File: config.mk
export PLATFORM = sky130hd
export DESIGN_NAME = pin_change_irq
export DESIGN_NICKNAME = d
export VERILOG_FILES = /design/src/rtl/pin_change_irq_pkg.sv /design/src/rtl/pin_change_irq_dp.sv /design/src/rtl/pin_change_irq_ctl.sv /design/src/rtl/pin_change_irq.sv
export SDC_FILE = /design/constraint.sdc
export NUM_CORES = 1
export LEC_CHECK = 0
export ABC_AREA = 1
export BUFFER_PORTS_ARGS = -buffer_cell sky130_fd_sc_hd__buf_2
export CORE_MARGIN = 8
export CORE_UTILIZATION = 56
export CTS_BUF_LIST = sky130_fd_sc_hd__clkbuf_2
export DETAILED_ROUTE_END_ITERATION = 8
export PLACE_DENSITY = 0.86
export SYNTH_ARGS = -nofsm -noshare
export SYNTH_HDL_FRONTEND = slang
export SYNTH_SLANG_ARGS = --single-unit
export TNS_END_PERCENT = 20
File: constraint.sdc
create_clock -name clk -period 3.55 [get_ports clk]
set_input_delay 0.5325 -clock clk [delete_from_list [all_inputs] [get_ports clk]]
set_output_delay 0.5325 -clock clk [all_outputs]
set_load 0.05 [all_outputs]
File: src/rtl/pin_change_irq_pkg.sv
package pin_change_irq_pkg;
  // strobes passed from control to datapath
  typedef struct packed {
    logic capture;   // reload snapshot, clear flags
  } ctlStrobes_t;
endpackage

File: src/rtl/pin_change_irq_dp.sv
module pin_change_irq_dp
  import pin_change_irq_pkg::*;
#(
  parameter int NUM_PINS    = 4,
  parameter int SYNC_STAGES = 2
) (
  input  logic                clk,
  input  logic                rstN,
  input  logic [NUM_PINS-1:0] pinIn,
  input  logic                maskLoad,
  input  logic [NUM_PINS-1:0] maskIn,
  input  ctlStrobes_t         strobes,
  output logic [NUM_PINS-1:0] pinSync,
  output logic [NUM_PINS-1:0] snapQ,
  output logic [NUM_PINS-1:0] flagsQ,
  output logic                anyDiff
);
  logic [NUM_PINS-1:0] syncQ [SYNC_STAGES];
  logic [NUM_PINS-1:0] maskQ;
  logic [NUM_PINS-1:0] diffVec;

  generate
    for (genvar s = 0; s < SYNC_STAGES; s++) begin : g_sync
      always_ff @(posedge clk or negedge rstN) begin
        if (!rstN) syncQ[s] <= '0;
        else if (s == 0) syncQ[s] <= pinIn;
        else syncQ[s] <= syncQ[(s == 0) ? 0 : s-1];
      end
    end
  endgenerate

  assign pinSync = syncQ[SYNC_STAGES-1];
  assign diffVec = (pinSync ^ snapQ) & maskQ;
  assign anyDiff = |diffVec;

  always_ff @(posedge clk or negedge rstN) begin
    if (!rstN) maskQ <= '1;
    else if (maskLoad) maskQ <= maskIn;
  end

  always_ff @(posedge clk or negedge rstN) begin
    if (!rstN) begin
      snapQ  <= '0;
      flagsQ <= '0;
    end else if (strobes.capture) begin
      snapQ  <= pinSync;
      flagsQ <= '0;
    end else begin
      flagsQ <= flagsQ | diffVec;
    end
  end
endmodule

File: src/rtl/pin_change_irq_ctl.sv
module pin_change_irq_ctl
  import pin_change_irq_pkg::*;
#(
  parameter int SYNC_STAGES = 2
) (
  input  logic        clk,
  input  logic        rstN,
  input  logic        addrAck,
  input  logic        pairAck,
  input  logic        stopSeen,
  input  logic        busAbort,
  input  logic        readActive,
  input  logic        anyDiff,
  output ctlStrobes_t strobes,
  output logic        intN
);
  localparam int WARM_LAST = SYNC_STAGES + 1;
  localparam int WARM_W    = $clog2(WARM_LAST + 1);

  logic [WARM_W-1:0] warmCnt;
  logic              warming;
  logic              heldQ;
  logic              diffSeen;
  logic              endEv;

  assign warming         = (warmCnt != WARM_W'(WARM_LAST));
  assign diffSeen        = anyDiff & ~warming;
  assign endEv           = stopSeen | busAbort;
  assign strobes.capture = warming | addrAck | pairAck;

  always_ff @(posedge clk or negedge rstN) begin
    if (!rstN) begin
      warmCnt <= '0;
      intN    <= 1'b1;
      heldQ   <= 1'b0;
    end else begin
      if (warming) warmCnt <= warmCnt + 1'b1;
      if (addrAck) begin
        intN  <= 1'b1;
        heldQ <= 1'b0;
      end else if (endEv) begin
        if (heldQ | diffSeen) intN <= 1'b0;
        heldQ <= 1'b0;
      end else if (pairAck) begin
        heldQ <= 1'b0;
      end else if (diffSeen) begin
        if (readActive) heldQ <= 1'b1;
        else intN <= 1'b0;
      end
    end
  end
endmodule

File: src/rtl/pin_change_irq.sv
module pin_change_irq
  import pin_change_irq_pkg::*;
#(
  parameter int NUM_PINS    = 4,
  parameter int SYNC_STAGES = 2
) (
  input  logic                clk,
  input  logic                rstN,
  input  logic [NUM_PINS-1:0] pinIn,
  input  logic                maskLoad,
  input  logic [NUM_PINS-1:0] maskIn,
  input  logic                addrAck,
  input  logic                pairAck,
  input  logic                stopSeen,
  input  logic                busAbort,
  input  logic                readActive,
  output logic                intN,
  output logic [NUM_PINS-1:0] snapOut,
  output logic [NUM_PINS-1:0] flagsOut
);
  ctlStrobes_t         strobes;
  logic                anyDiff;
  logic [NUM_PINS-1:0] pinSync;

  pin_change_irq_dp #(.NUM_PINS(NUM_PINS), .SYNC_STAGES(SYNC_STAGES)) u_dp (
    .clk(clk), .rstN(rstN), .pinIn(pinIn), .maskLoad(maskLoad), .maskIn(maskIn),
    .strobes(strobes), .pinSync(pinSync), .snapQ(snapOut), .flagsQ(flagsOut),
    .anyDiff(anyDiff)
  );

  pin_change_irq_ctl #(.SYNC_STAGES(SYNC_STAGES)) u_ctl (
    .clk(clk), .rstN(rstN), .addrAck(addrAck), .pairAck(pairAck),
    .stopSeen(stopSeen), .busAbort(busAbort), .readActive(readActive),
    .anyDiff(anyDiff), .strobes(strobes), .intN(intN)
  );
endmodule

==> impl_metrics.yaml, run 1 <==
cells_and_area:
  antenna_cells: 0
  syn2layout_area_growth_pct: 17.5
  layout-drive-gt1-share: 0.415
  final_nets: 124
  instances_no_fill: 122
global_routing:
  grt_pass1_wl_um: 3100
  first_global_vias: 729
  antenna_found_initial: 0
  overflow: 0
  grtUsageTotal: 0.119
  grt_max_degree: 25
power:
  pwr-share-comb: 0.173
  p_leak_nw: 0.540
  seq_power_share: 0.627
  power.internal_mw: 0.348
  switchingPower_mw: 0.139
  vdd_drop_max_uv: 281
  clkPwrFrac: 0.199
  power_density_mw_per_mm2: 457
  swShare: 0.286
  power_mw: 0.487
clock_network:
  cts_buffers: 3
  cts_hold_buffers: 0
  clk_path_buf_depth: 2
  cts_setup_buffers: 0
  cts_sinks: 24
  htree_levels: 1
  clockRootBuffer: "clkbuf_2"
  post_cts_resized: 0
  path_clk_slew_ps: 200
  cts_tree: "built"
  clk_latency_ps: 310
die:
  coreArea_mm2: 0.00151
  num_io_pins: 25
  die-area_mm2: 0.00316
  die_h_um: 56.2
  initial_utilization: 0.602
  die_x_um: 56.2
  rows: 14
detailed_routing:
  drc: 0
  drtAntennaViolNets: 0
  drtIter0Drc: 4
  vias: 613
  vias_per_cell: 5.02
  firstDrtPassIters: 4
  wl_per_cell_um: 13.2
  wirelength_um: 1610
setup_path:
  cp_slowest_cell: "dfstp_2"
  cp_top_family: "flip-flops"
  r2r_cells: 3
  cpPeakStageDelay_ps: 570
  worstSetupStartpoint: "u_ctl.intN"
  crit_type: "flop to output port"
  crit_cells: 1
  critPathMaxFanout: 2
  critPathLaunchType: "flop"
  path_buf_inv: 1
  cp-endpoint: "intN"
  worstReg2RegEnd: "u_dp.snapQ[3]"
  arrival_ps: 1140
  r2r_start: "u_ctl.warmCnt[0]"
  crit_required_ps: 3020
  endpoint_kind: "output port"
  r2r_slack_ps: 2190
  crit_chain: "buf_2"
placed_design:
  dp.cells: 118
  place_hpwl_um: 1320
  gp_congestion: 0.718
  numPortBuffers: 24
yosys:
  synth_edf_count: 0
  ys.flop_type: "dfrtp_1"
  syn_area_per_cell_um2: 11.6
  synth_top_area_frac: 0.524
  seq_area_frac_synth: 0.669
  syn_nets: 95
  synth.area.top_cells: "dfrtp_1 (52%), dfstp_2 (14%), mux2_2 (11%)"
  synthCells: 78
  yosys_register_bits: 24
  yosys.cell_types.count: 13
  async_flop_share: 1.00
  synth_area_um2: 907
  yosysWarnings: 0
  synth_top_area_cell: "dfrtp_1"
sta:
  worst_pin_slew_ps: 498
  max-slew-margin-rel: 0.668
  rsz0062_at_grt: "false"
  final-max-slew-violation-count: 0
  finalHoldViolations: 0
  setup_viol: 0
  min_period_over_period: 0.471
  max_freq_mhz: 598
  fin_crit_ps: 1670
  skew_ps: 1.27
  finalSetupTns_ps: 0
worst_hold_path:
  hp-class: "input port to async pin"
status:
  status: "finished, final reports clean"
job:
  drv_cap: 0
-- cell families after synthesis --
family          after synthesis  synth area share
fa+ha+maj                     1            0.0138
xor+xnor                      1           0.00966
simple gates                 39             0.178
mux                           9             0.112
buf+inv                       3            0.0124
compound gates                1           0.00551
flops                        24             0.669
-- synth_stat cells (3+ instances only) --
library cell and n:
nand2_1 15, dfrtp_1 19, dfstp_2 5, mux2_2 9, nor2_1 20, inv_1 3
-- worst min path at each step --
stage	from	end	slack, ps	cells past startpoint
detailed placement	u_dp.syncQ[6]	u_dp.pinSync[2]	340	0
global placement	u_dp.syncQ[4]	u_dp.pinSync[0]	330	0
floorplan	rstN	u_ctl.heldQ	240	0
finish	rstN	u_dp.syncQ[7]	140	1
CTS	rstN	u_dp.syncQ[7]	140	1
global route	rstN	u_dp.syncQ[5]	140	1
-- cell usage in the layout, fill, tap and decap left out --
master    Yosys  routed
ha_1          1       1
inv_1         3       3
mux2_2        9       9
xnor2_1       1       1
dfstp_2       5       5
nand3_1       1       1
nor2_1       20      20
or2_2         1       1
dfrtp_1      19      19
o21ai_0       1       1
clkbuf_2      0       3
nand2_2       1       1
nor3b_2       1       1
buf_2         0      24
nand2_1      15      15
clkinv_1      0       1
-- sequential cells by signal (all words and copies together) (netlist names) --
| name | cells |
|---|---|
| u_dp.maskQ | 4 |
| u_dp.flagsQ | 4 |
| u_dp.pinSync | 4 |
| u_dp.syncQ | 4 |
| u_ctl.intN | 1 |
| u_ctl.heldQ | 1 |
| u_ctl.warmCnt | 2 |
| u_dp.snapQ | 4 |
-- stage by stage --
step	hold slack [ps]	utilization	area [um^2]	worst slack, ps
floorplan	237	-	907	2200
global placement	332	0.695	1050	2210
detailed placement	337	0.695	1050	2170
CTS	142	0.708	1070	1860
global route	139	0.708	1070	1810
finish	143	0.708	1070	1880
-- power groups by stage --
stage / combinational (mW) / clock (mW) / sequential, mW
2_1_floorplan: 0.0307 / 0 / 0.335
3_3_place_gp: 0.0823 / 0 / 0.309
3_5_place_dp: 0.0854 / 0 / 0.311
4_1_cts: 0.0858 / 0.101 / 0.306
5_1_grt: 0.0946 / 0.113 / 0.309
6_report: 0.0844 / 0.0971 / 0.305
-- final cells by class --
cell class | instances | area [um^2]
Tap cell | 16 | 20.0
Fill cell | 116 | 440
Clock buffer | 3 | 15.0
Inverter | 3 | 11.3
Clock inverter | 1 | 3.75
Multi-Input combinational cell | 51 | 289
Timing Repair Buffer | 24 | 120
Sequential cell | 24 | 607
-- layer usage --
layer	routed length, um	vias up	GRT usage
met2	856	23	0.212
met3	85	0	0.0274
li1	-	299	-
met5	0	-	0
met4	0	0	0.0515
met1	670	291	0.128
No activity file was read; power rests on OpenSTA's default activity.
==> run 2: changes to the inputs <==
ABC_AREA = 0   (was 1)
CORE_UTILIZATION = 52   (was 56)
PLACE_DENSITY = 0.8   (was 0.86)
clock period = 1.7 ns   (was 3.55 ns; I/O delays follow)
==> run 2 against run 1 <==
Effect of this change: clock skew increased by 1.3 ps; global-route usage shrank 1.9 points; synthesized cell count shrank 23%; setup slack worse by 1700 ps; area after synthesis is 1.4% higher; count of clock-buffer cells in the layout is the same.
==> impl_metrics.yaml, run 2 <==
power:
  vdd_drop_max_uv: 600
  power_density_mw_per_mm2: 914
  p_leak_nw: 0.556
placed_design:
  gp_congestion: 0.711
  post-place-ws_ps: 183
  numPortBuffers: 24
  place_hpwl_um: 1210
die:
  rows: 15
  initial_utilization: 0.544
  die-area_mm2: 0.00337
  coreArea_mm2: 0.00169
  die_h_um: 58.1
  num_io_pins: 25
  die_x_um: 58.1
detailed_routing:
  met2_length_um: 778
  routed.top_layer: "met4"
  wirelength_um: 1570
  drc: 0
  drtAntennaViolNets: 0
  wl_met1_um: 652
  vias: 568
  wl_per_cell_um: 14.0
  route.met3.wl_um: 103
  drtIter0Drc: 4
  firstDrtPassIters: 2
  vias_per_cell: 5.07
global_routing:
  grtUsageTotal: 0.0991
  grt_max_degree: 25
  first_global_vias: 602
  antenna_found_initial: 0
  overflow: 0
  grt_pass1_wl_um: 2530
sta:
  skew_ps: 2.59
  max-slew-margin-rel: 0.664
  setup_viol: 0
  setup_ws_ps: 174
  min_period_over_period: 0.897
  finalSetupTns_ps: 0
  max_freq_mhz: 656
  worst_pin_slew_ps: 504
  final-max-slew-violation-count: 0
  rsz0062_at_grt: "false"
  finalHoldViolations: 0
  fin_crit_ps: 1530
setup_path:
  cpPeakStageDelay_ps: 460
  cp_top_family: "compound AO/OA/AOI/OAI gates"
  cp_slowest_cell: "dfrtp_2"
  crit_chain: "xor2_1 > and2_4 > o41ai_4 > nor2_1 > o211a_1"
  crit_type: "flop to flop"
  critPathLaunchType: "flop"
  crit_required_ps: 1940
  endpoint_kind: "flop"
  r2r_start: "u_dp.snapQ[2]"
  path_buf_inv: 0
  critPathMaxFanout: 3
  arrival_ps: 1760
  worstSetupStartpoint: "u_dp.snapQ[2]"
clock_network:
  clk_latency_ps: 320
  cts_tree: "built"
  htree_levels: 1
  clk_path_buf_depth: 2
  cts_sinks: 24
  path_clk_slew_ps: 200
  cts_buffers: 3
  clockRootBuffer: "clkbuf_2"
yosys:
  synth_top_area_frac: 0.517
  syn_area_per_cell_um2: 15.3
  async_flop_share: 1.00
  yosys-top-cells-count: "dfrtp_1 (19), mux2_1 (7), dfstp_2 (5)"
  synth.most_common_cell: "dfrtp_1"
  yosys.cell_types.count: 18
  yosysWarnings: 0
  synth_edf_count: 0
  synth_top_area_cell: "dfrtp_1"
  synth.area.top_cells: "dfrtp_1 (52%), dfstp_2 (14%), mux2_1 (8.6%)"
  seq_area_frac_synth: 0.660
  syn_nets: 77
  yosys_register_bits: 24
  ys.flop_type: "dfrtp_1"
  synthCells: 60
  synth_area_um2: 920
status:
  status: "finished, final reports clean"
worst_hold_path:
  worstHoldStart: "maskIn[0]"
  hp-class: "input port to flop"
cells_and_area:
  layout-drive-gt1-share: 0.442
  final_nets: 113
  final_cell_mix: "buf_2 (24), dfrtp_1 (18), mux2_1 (7)"
  layout_commonest_cell: "buf_2"
  syn2layout_area_growth_pct: 24.9
  antenna_cells: 0
job:
  drv_cap: 0
-- run 2: changes by cell type in the layout (fill, tap and decap cells not counted), moves of 2 or more --
cell,change
nor2_1,-16
nand2_1,-15
mux2_1,+7
mux2_2,-7
dlygate4sd3_1,+5
o21a_1,+4
xor2_1,+4
and2_1,+3
buf_4,+3
and2_4,+2
-- run 2: power breakdown --
part | total, mW | switching [mW] | internal [mW]
combinational | 0.205 | 0.125 | 0.0804
clock | 0.205 | 0.154 | 0.0512
sequential | 0.639 | 0.0202 | 0.619
total | 1.05 | 0.299 | 0.751
-- run 2: kinds of logic after synthesis --
kind of cell | count (synthesis) | share of synthesized area
muxes | 9 | 0.110
xor gates and xnor gates | 5 | 0.0476
DFF | 24 | 0.660
buffers and inverters | 3 | 0.0136
adders and majority gates | 1 | 0.0136
and+or+nand+nor | 11 | 0.0735
AOI/OAI and AO/OA | 7 | 0.0816
-- run 2: final cells by class --
class | instances | area (um^2)
clock buffer | 3 | 15.0
sequential | 24 | 608
tap | 17 | 21.3
timing repair buffer | 32 | 193
multi-input combinational | 33 | 300
clock inverter | 1 | 3.75
fill | 123 | 541
inverter | 2 | 7.51
-- run 2: final timing paths --
kind / endpoint / slack (ps) / depth (start not counted)
worst max-delay path: u_ctl.heldQ / 170 / 5
worst min-delay path: u_dp.maskQ[0] / 140 / 2
worst max register to register: u_ctl.heldQ / 170 / 5
worst min register to register: u_dp.pinSync[1] / 380 / 0
max in group asynchronous: u_dp.snapQ[2] / 950 / 2
min in group asynchronous: u_dp.flagsQ[1] / 400 / 2
-- run 2: metal layers --
layer	vias to the layer above	GRT usage
li1	275	-
met1	273	0.0992
met2	16	0.169
met3	4	0.0309
met4	0	0.0734
met5	-	0
-- run 2: stage by stage --
stage	hold WS, ps	power (mW)	area (um^2)	util	instances
2_1_floorplan	-40.6	0.784	921	-	60
3_3_place_gp	251	0.844	1080	0.639	103
3_5_place_dp	254	0.851	1080	0.639	103
4_1_cts	1.18	1.06	1120	0.662	109
5_1_grt	125	1.10	1150	0.680	112
6_report	138	1.05	1150	0.680	112
-- run 2: what timing repair did --
item	4_1_cts	5_1_grt
endpoints found under the hold margin	20	3
hold buffers	2	3
setup buffers	0	0
resized for setup	0	0
